--- src/rtl/alu_pkg.sv ---
package alu_pkg;
  typedef enum logic [1:0] {
    FN_AND  = 2'b00,
    FN_OR   = 2'b01,
    FN_XOR  = 2'b10,
    FN_NOTA = 2'b11
  } logic_fn_e;

  localparam int MODE_BIT = 2;
endpackage

--- src/rtl/alu_bsel.sv ---
module alu_bsel #(
  parameter int WIDTH = 8
) (
  input  logic [1:0]       fsel,
  input  logic [WIDTH-1:0] b,
  output logic [WIDTH-1:0] y
);
  genvar i;
  generate
    for (i = 0; i < WIDTH; i++) begin : g_bit
      assign y[i] = (b[i] & fsel[0]) | (~b[i] & fsel[1]);
    end
  endgenerate

  always_comb begin
    case (fsel)
      2'b00: begin

        y_zero_chk: assert (y == '0) else $error("Y not zero");
      end
      2'b01: begin

        y_pass_chk: assert (y == b) else $error("Y not B");
      end
      2'b10: begin

        y_inv_chk: assert ((y ^ b) == '1) else $error("Y not ~B");
      end
      default: begin

        y_ones_chk: assert (&y) else $error("Y not ones");
      end
    endcase
  end
endmodule

--- src/rtl/alu_ripple.sv ---
module alu_ripple #(
  parameter int WIDTH = 8
) (
  input  logic [WIDTH-1:0] a,
  input  logic [WIDTH-1:0] y,
  input  logic             cin,
  output logic [WIDTH-1:0] sum,
  output logic             cout
);
  localparam int W1 = WIDTH + 1;

  logic [WIDTH:0] chain;
  assign chain[0] = cin;

  genvar i;
  generate
    for (i = 0; i < WIDTH; i++) begin : g_fa
      assign sum[i]     = a[i] ^ y[i] ^ chain[i];
      assign chain[i+1] = (a[i] & y[i]) | (chain[i] & (a[i] ^ y[i]));
    end
  endgenerate

  assign cout = chain[WIDTH];

  logic [WIDTH:0] wide_sum;
  always_comb begin
    wide_sum = W1'(a) + W1'(y) + W1'(cin);

    add_sum_chk: assert (sum == wide_sum[WIDTH-1:0]) else $error("adder sum");

    add_carry_chk: assert (cout == wide_sum[WIDTH]) else $error("adder carry");
  end
endmodule

--- src/rtl/alu_logic.sv ---
module alu_logic
  import alu_pkg::*;
#(
  parameter int WIDTH = 8
) (
  input  logic [1:0]       fsel,
  input  logic [WIDTH-1:0] a,
  input  logic [WIDTH-1:0] b,
  output logic [WIDTH-1:0] g
);
  genvar i;
  generate
    for (i = 0; i < WIDTH; i++) begin : g_bit
      logic [3:0] choices;
      assign choices = {~a[i], a[i] ^ b[i], a[i] | b[i], a[i] & b[i]};
      assign g[i] = choices[fsel];
    end
  endgenerate

  always_comb begin
    if (logic_fn_e'(fsel) == FN_NOTA) begin

      logic_not_chk: assert ((g ^ a) == '1) else $error("NOT A");
    end
    if (logic_fn_e'(fsel) == FN_AND) begin

      logic_and_chk: assert ((g & ~a) == '0 && (g & ~b) == '0) else $error("AND");
    end
  end
endmodule

--- src/rtl/alu_core.sv ---
module alu_core
  import alu_pkg::*;
#(
  parameter int WIDTH = 8
) (
  input  logic [WIDTH-1:0] a_in,
  input  logic [WIDTH-1:0] b_in,
  input  logic             carry_in,
  input  logic [2:0]       sel,
  output logic [WIDTH-1:0] result,
  output logic             carry_out
);
  logic [WIDTH-1:0] y_word;
  logic [WIDTH-1:0] arith_g;
  logic [WIDTH-1:0] logic_g;
  logic             arith_c;
  logic             logic_mode;

  assign logic_mode = sel[MODE_BIT];

  alu_bsel #(.WIDTH(WIDTH)) u_bsel (
    .fsel (sel[1:0]),
    .b    (b_in),
    .y    (y_word)
  );

  alu_ripple #(.WIDTH(WIDTH)) u_adder (
    .a    (a_in),
    .y    (y_word),
    .cin  (carry_in),
    .sum  (arith_g),
    .cout (arith_c)
  );

  alu_logic #(.WIDTH(WIDTH)) u_logic (
    .fsel (sel[1:0]),
    .a    (a_in),
    .b    (b_in),
    .g    (logic_g)
  );

  assign result    = logic_mode ? logic_g : arith_g;
  assign carry_out = logic_mode ? 1'b0 : arith_c;

  always_comb begin
    if (logic_mode) begin

      logic_cout_chk: assert (!carry_out) else $error("carry in logic mode");
    end
    if (!logic_mode && sel[1:0] == 2'b11 && carry_in) begin

      xfer_chk: assert (result == a_in && carry_out) else $error("transfer code 0111");
    end
    if (!logic_mode && sel[1:0] == 2'b00 && !carry_in) begin

      xfer0_chk: assert (result == a_in && !carry_out) else $error("transfer code 0000");
    end
  end
endmodule

--- config.mk ---
export PLATFORM = sky130hd
export DESIGN_NAME = alu_core
export DESIGN_NICKNAME = d
export VERILOG_FILES = /design/src/rtl/alu_pkg.sv /design/src/rtl/alu_bsel.sv /design/src/rtl/alu_ripple.sv /design/src/rtl/alu_logic.sv /design/src/rtl/alu_core.sv
export SDC_FILE = /design/constraint.sdc
export NUM_CORES = 1
export LEC_CHECK = 0
export ABC_AREA = 1
export CAP_MARGIN = 20
export CORE_MARGIN = 2
export CORE_UTILIZATION = 30
export DETAILED_ROUTE_END_ITERATION = 12
export PLACE_DENSITY = 0.62
export RECOVER_POWER = 50
export SLEW_MARGIN = 20
export SYNTH_ARGS = -nofsm -noshare
export SYNTH_HDL_FRONTEND = slang
export SYNTH_HIERARCHICAL = 1
export SYNTH_SLANG_ARGS = --single-unit
--- constraint.sdc ---
create_clock -name vclk -period 10.8
set_input_delay 1.62 -clock vclk [all_inputs]
set_output_delay 1.62 -clock vclk [all_outputs]
set_load 0.05 [all_outputs]
Word level (Yosys, flattened, before mapping)
Index checks and enable logic that the tools add are counted.
{"block": "word_totals", "mem_bits_ro": 0, "latch_bits": 0, "wordCells": 123, "ram_bits": 0, "register_bits": 0, "out_inout_bits": 9, "mem_count": 0}
{"block": "classes", "multipliers": 0, "n_reduce_logical": 0, "n_lt_le_gt_ge": 1, "div_mod_pow": 0, "shift": 0, "add_sub_neg": 0, "mux": 18, "n_eq_ne": 0, "bitwise_logic": 104}
{"cell": "AND 1 bit", "n": 40}
{"cell": "bitwise OR 1 bit", "n": 24}
{"cell": "XOR 1 bit", "n": 24}
{"cell": "binary-select mux 1 bit (select 2 bit)", "n": 8}
{"cell": "NOT 1 bit", "n": 16}
{"cell": "two-way mux 1 bit", "n": 9}
{"cell": "two-way mux 8 bit", "n": 1}
{"cell": "< comparator 2 x 3 -> 1 bit, second input constant", "n": 1}

Depth between registers and ports, before layout
Gate-level depths: netlist of run 1.
{"block": "depth", "depth_word": 21, "mapped_depth": 17, "mapped_depth_nobuf": 17}

Hierarchy
Netlist of run 1, hierarchy kept.
{"mod": "alu_logic", "seq_area_each_um2": 0.0, "n_inst": 1, "area_per_inst_um2": 595.6, "cells_per_inst": 110}
{"mod": "alu_ripple", "seq_area_each_um2": 0.0, "n_inst": 1, "area_per_inst_um2": 197.7, "cells_per_inst": 18}
{"mod": "alu_bsel", "seq_area_each_um2": 0.0, "n_inst": 1, "area_per_inst_um2": 130.1, "cells_per_inst": 34}
{"mod": "alu_core", "seq_area_each_um2": 0.0, "n_inst": 1, "area_per_inst_um2": 112.6, "cells_per_inst": 28}

Worst setup path after synthesis of run 1
No wires, ideal clock.
{"block": "synth_path", "kind": "input -> output", "start": "input port sel[1]", "end": "output port result[7]", "path_slack_ns": 3.910, "required_ns": 9.180, "cell_stages": 17, "path_buffers": 1, "arrival_ns": 5.270, "path_cell_list": "clkbuf_2 > nand2_1 > nand2_1 > fa_1 > inv_1 > fa_1 > inv_1 > fa_1 > fa_1 > fa_1 > fa_1 > fa_1 > inv_1 > fa_1 > inv_1 > nand2_1 > nand2_1"}
{"block": "synth_between", "elab_chain_cells": 19, "elab_cells_between_ends": 49, "cone_classes": "mux (3); bitwise (46)"}
{"element": "start, declared", "line_no": "alu_core.sv:9", "source": "input logic [2:0] sel,"}
{"element": "AND 1 bit (*)", "line_no": "alu_bsel.sv:11", "source": "assign y[i] = (b[i] & fsel[0]) | (~b[i] & fsel[1]);"}
{"element": "bitwise OR 1 bit (*)", "line_no": "alu_bsel.sv:11"}
{"element": "via y_word[0]", "line_no": "alu_core.sv:13", "source": "logic [WIDTH-1:0] y_word;"}
{"element": "XOR 1 bit", "line_no": "alu_ripple.sv:19", "source": "assign chain[i+1] = (a[i] & y[i]) | (chain[i] & (a[i] ^ y[i]));"}
{"element": "AND 1 bit", "line_no": "alu_ripple.sv:19"}
{"element": "bitwise OR 1 bit (*)", "line_no": "alu_ripple.sv:19"}
{"element": "AND 1 bit (*)", "line_no": "alu_ripple.sv:19"}
{"element": "bitwise OR 1 bit (*)", "line_no": "alu_ripple.sv:19"}
{"element": "(+5 left out)"}
{"element": "bitwise OR 1 bit (*)", "line_no": "alu_ripple.sv:19"}
{"element": "AND 1 bit (*)", "line_no": "alu_ripple.sv:19"}
{"element": "bitwise OR 1 bit (*)", "line_no": "alu_ripple.sv:19"}
{"element": "AND 1 bit (*)", "line_no": "alu_ripple.sv:19"}
{"element": "bitwise OR 1 bit (*)", "line_no": "alu_ripple.sv:19"}
{"element": "XOR 1 bit (*)", "line_no": "alu_ripple.sv:18", "source": "assign sum[i] = a[i] ^ y[i] ^ chain[i];"}
{"element": "via arith_g[7]", "line_no": "alu_core.sv:14", "source": "logic [WIDTH-1:0] arith_g;"}
{"element": "two-way mux 8 bit (*)", "line_no": "alu_core.sv:42", "source": "assign result = logic_mode ? logic_g : arith_g;"}
{"element": "end, declared", "line_no": "alu_core.sv:10", "source": "output logic [WIDTH-1:0] result,"}
The timed path passes the listed nets; every way through them passes the cells marked *. The select of a mux whose other input is x is not followed.

Worst setup path after layout of run 1
Same ends and word-level chain as after synthesis.

==> results of run 1 <==
==> synthesized netlist by cell type (all sizes together) <==
master and count:
ha 16, clkbuf 1, inv 54, nor2 1
nand3 16, nand2 88, fa 8, buf 6
==> where the power goes <==
| part | switching, mW | internal, mW |
|---|---|---|
| combinational | 0.0464 | 0.0281 |
| sequential | 0 | 0 |
| clock | 0 | 0 |
| total | 0.0464 | 0.0281 |
==> layout make-up <==
cell class | instances | area, um^2
Inverter | 54 | 205
Tap cell | 46 | 57.6
Timing Repair Buffer | 30 | 298
Multi-Input combinational cell | 129 | 774
Fill cell | 383 | 2000
==> kinds of logic (layout without fill, tap and decap cells) <==
logic type               count (synthesis)  count (layout)  synth area share
adder cells (fa/ha/maj)                 24              24             0.348
buffers and inverters                   61              84             0.252
AND/OR/NAND/NOR                        105             105             0.400
==> layer usage <==
metal / global-route usage / up-vias / share of wire
met5: 0 / - / 0
met3: 0.00541 / 0 / 0.037
met2: 0.241 / 21 / 0.48
met4: 0 / 0 / 0
li1: - / 580 / -
met1: 0.145 / 453 / 0.49
==> worst min-delay path: cells and delay by family <==
kind                   cells  cell delay, ns
AND/OR/NAND/NOR            2            0.19
buffers and inverters      2            1.32
==> path summary, 6_finish.rpt <==
kind,from,to,cells past startpoint
worst min-delay path,sel[2],result[7],4
worst max-delay path,sel[1],result[7],18
==> metrics by stage <==
stage               hold WS (ns)  cell area [um^2]  std cells   util
global placement            4.75              1340        259  0.400
floorplan                   3.54              1040        190      -
finish                      4.75              1340        259  0.400
global route                4.80              1340        259  0.400
detailed placement          4.75              1340        259  0.400
CTS                         4.75              1340        259  0.400
==> metrics.txt, run 1 <==
Setup WS pre-CTS 2.56 ns; NumNets Final 259; worst path bufs/invs 6; DIE HEIGHT 62.8 um; post-route minimum period 8.21 ns; Worst Path Arrival 6.59 ns; drt first-iter violations 56; clk_buf instances 0; Worst setup EP type output port; post-route worst setup slack 2.59 ns; final wirelength 2200 um; Hold Path Class in2out; GRT Util Overall 0.119; Max-cap violations 0; Die Wd 62.8 um; setup_tns 0 ns; vias in the first global route 968; Post-CTS Setup Bufs 0; GR Overflow Total 0; peak supply drop 22.8 uV; status completed; Pwr Total 74.5 uW; critical path's top delay family adder cells; Area contributors post-synth nand2_1, ha_1, inv_1, fa_1, nand3_1; Final setup viols 0; P_leak 0.847 nW; Max Clock Freq 0.122 GHz; largest net degree at the start of global routing 26; layout cells sized above 1 0.0141; First-pass DRT Iterations 4; routability cong. 0.824; critical path class in2out; Slew HR 0.595; CP max stage cell clkdlybuf4s50_1; # port buffers 29; pwr dens 55.8 mW/mm^2; hold buffer count at CTS 0; sequential cell count 0; worst path cell trace dlygate4sd3_1, nand2_1, nand2_1, fa_1, inv_1, fa_1, inv_1, fa_1, fa_1, fa_1, fa_1, fa_1, inv_1, fa_1, inv_1, nand2_1, nand2_1, clkdlybuf4s50_1; Synth area leader nand2_1; dpl hpwl 1710 um; synth warn 6; Slew Limit Fails 0; post-route ant nets 0; Post-Syn Area 0.00104 mm^2; Data required, critical path 9.18 ns; Starting Density 0.310; Cells after Synth 190; crit share post-route 0.760; Synth top area share 0.319; via count 1,054; most frequent cells in the layout nand2_1, inv_1, clkdlybuf4s50_1, nand3_1, ha_1; Vias/cell 4.07; first-pass GRT wire length 4020 um; Avg Cell Area, Syn 5.45 um^2; commonest non-fill, non-tap cell in the layout nand2_1; CP Max Fanout 17; DRC 0; area of the die 0.00394 mm^2; row cnt 21; Worst setup SP type input pin; PostCTS Resize Cnt 0; Slew @ Worst Pin 0.606 ns; wire per inst 8.48 um; Critical Path Most Common Cell fa_1; Ports 29; max incr delay on CP 0.79 ns; register area 0 um^2; syn_nets 234; Yosys cell types 12; final hold vios 0; initial antenna violation count 0; RSZ-0062 raised after global routing false; Core Area 0.00334 mm^2; Antenna Cells 0; Seq/Total Area, Yosys 0; area grow syn2layout 28.9%
Note: power is estimated with default switching activity, not from simulation.
==> run 2, diff against run 1 <==
Clock period 10.8 ns to 8.3 ns, I/O delays scaled along.
==> metrics.txt, run 2 (synthesized netlist as in run 1, its figures left out) <==
Final setup viols 0; wire per inst 8.75 um; via count 1,047; CP Max Fanout 4; CP startpoint b_in[0]; clock share of power 0; PostCTS Resize Cnt 0; Vias/cell 4.03; GR Overflow Total 0; DRC 0; status completed; NetSw 60.8 uW; Antenna Cells 0; worst hold path depth 7; Switching Share 0.622; Logic pwr share 1.000; Reg power frac 0; first-pass GRT wire length 4060 um; crit share post-route 0.863; layout cells sized above 1 0.0187; Util after Layout 0.402; initial antenna violation count 0; Worst setup SP type input pin; # port buffers 29; Die Wd 62.8 um; worst hold slack 3.99 ns; First-pass DRT Iterations 4; drt first-iter violations 48; P_leak 0.852 nW; NumNets Final 260; sequential cell count 0; Worst setup EP type output port; final wirelength 2280 um; vias in the first global route 974; post-route ant nets 0; largest net degree at the start of global routing 25; row cnt 21; commonest non-fill, non-tap cell in the layout nand2_1; area grow syn2layout 29.6%; Core Area 0.00334 mm^2; Data required, critical path 7.05 ns; area of the die 0.00394 mm^2; Slew @ Worst Pin 0.497 ns; register area 0 um^2; Filler cells 383; critical path class in2out; routability cong. 0.784; peak supply drop 29.2 uV; pwr dens 72.7 mW/mm^2; Post-CTS Setup Bufs 0; Hold Startpoint a_in[7]; setup_tns 0 ns; final hold vios 0; most frequent cells in the layout nand2_1, inv_1, clkdlybuf4s50_1, nand3_1, ha_1; dpl hpwl 1760 um; worst setup path endpoint result[7]; hold buffer count at CTS 0; clk_buf instances 0; Hold Path Class in2out; Pint 36.9 uW; GRT Util Overall 0.120; Worst Path Arrival 5.92 ns; Ports 29; Slew Limit Fails 0; Slew HR 0.668; post-route minimum period 7.17 ns; DIE HEIGHT 62.8 um; Max Clock Freq 0.140 GHz; Max-cap violations 0; RSZ-0062 raised after global routing false; Starting Density 0.310
## run 2: changes by cell type in the layout (fill, tap and decap cells not counted)
cell   previous run  this run
buf_4             1         2
## run 2: area by class of cell
type	instances	area (um^2)	area share
repair buffers	31	305	0.227
multi-input cells	129	774	0.577
inverters	54	205	0.153
well taps	46	57.6	0.0429
## run 2: power groups by stage
stage	sequential [mW]	clock (mW)	combinational [mW]
2_1_floorplan	0	0	0.0666
3_3_place_gp	0	0	0.0991
3_5_place_dp	0	0	0.100
4_1_cts	0	0	0.101
5_1_grt	0	0	0.110
6_report	0	0	0.0976
## run 2: worst min path at each step
stage                            to  slack, ns
final                     result[7]       3.99
after global routing      carry_out       4.08
after CTS                 result[1]       3.99
after detailed placement  result[1]       3.99
after global placement    result[1]       4.00
after floorplan           carry_out       2.79
## run 2: metal layers
metal,wire [um],GRT usage,share of wire,vias up
met5,0,0,0,-
met4,0,0.00278,0,0
met3,85,0.00721,0.037,0
li1,-,-,-,584
met1,1120,0.153,0.49,437
met2,1070,0.231,0.47,26
## run 2: per-stage QoR
step / power, mW / area [um^2] / std cells / setup WS (ns)
3_3_place_gp: 0.0991 / 1340 / 260 / 1.16
2_1_floorplan: 0.0666 / 1040 / 190 / 2.16
4_1_cts: 0.101 / 1340 / 260 / 1.09
5_1_grt: 0.110 / 1340 / 260 / 0.880
6_report: 0.0976 / 1340 / 260 / 1.13
3_5_place_dp: 0.100 / 1340 / 260 / 1.10
## run 2: critical path, cell delays in order
cell and delay [ns]:
clkdlybuf4s50_1 0.52, inv_1 0.05, nand2_1 0.05, nand2_1 0.06, fa_1 0.38, inv_1 0.07, fa_1 0.15, inv_1 0.05
fa_1 0.37, fa_1 0.38, fa_1 0.39, fa_1 0.39, fa_1 0.37, inv_1 0.07, fa_1 0.41, inv_1 0.06
nand2_1 0.04, nand2_1 0.06, clkdlybuf4s50_1 0.80
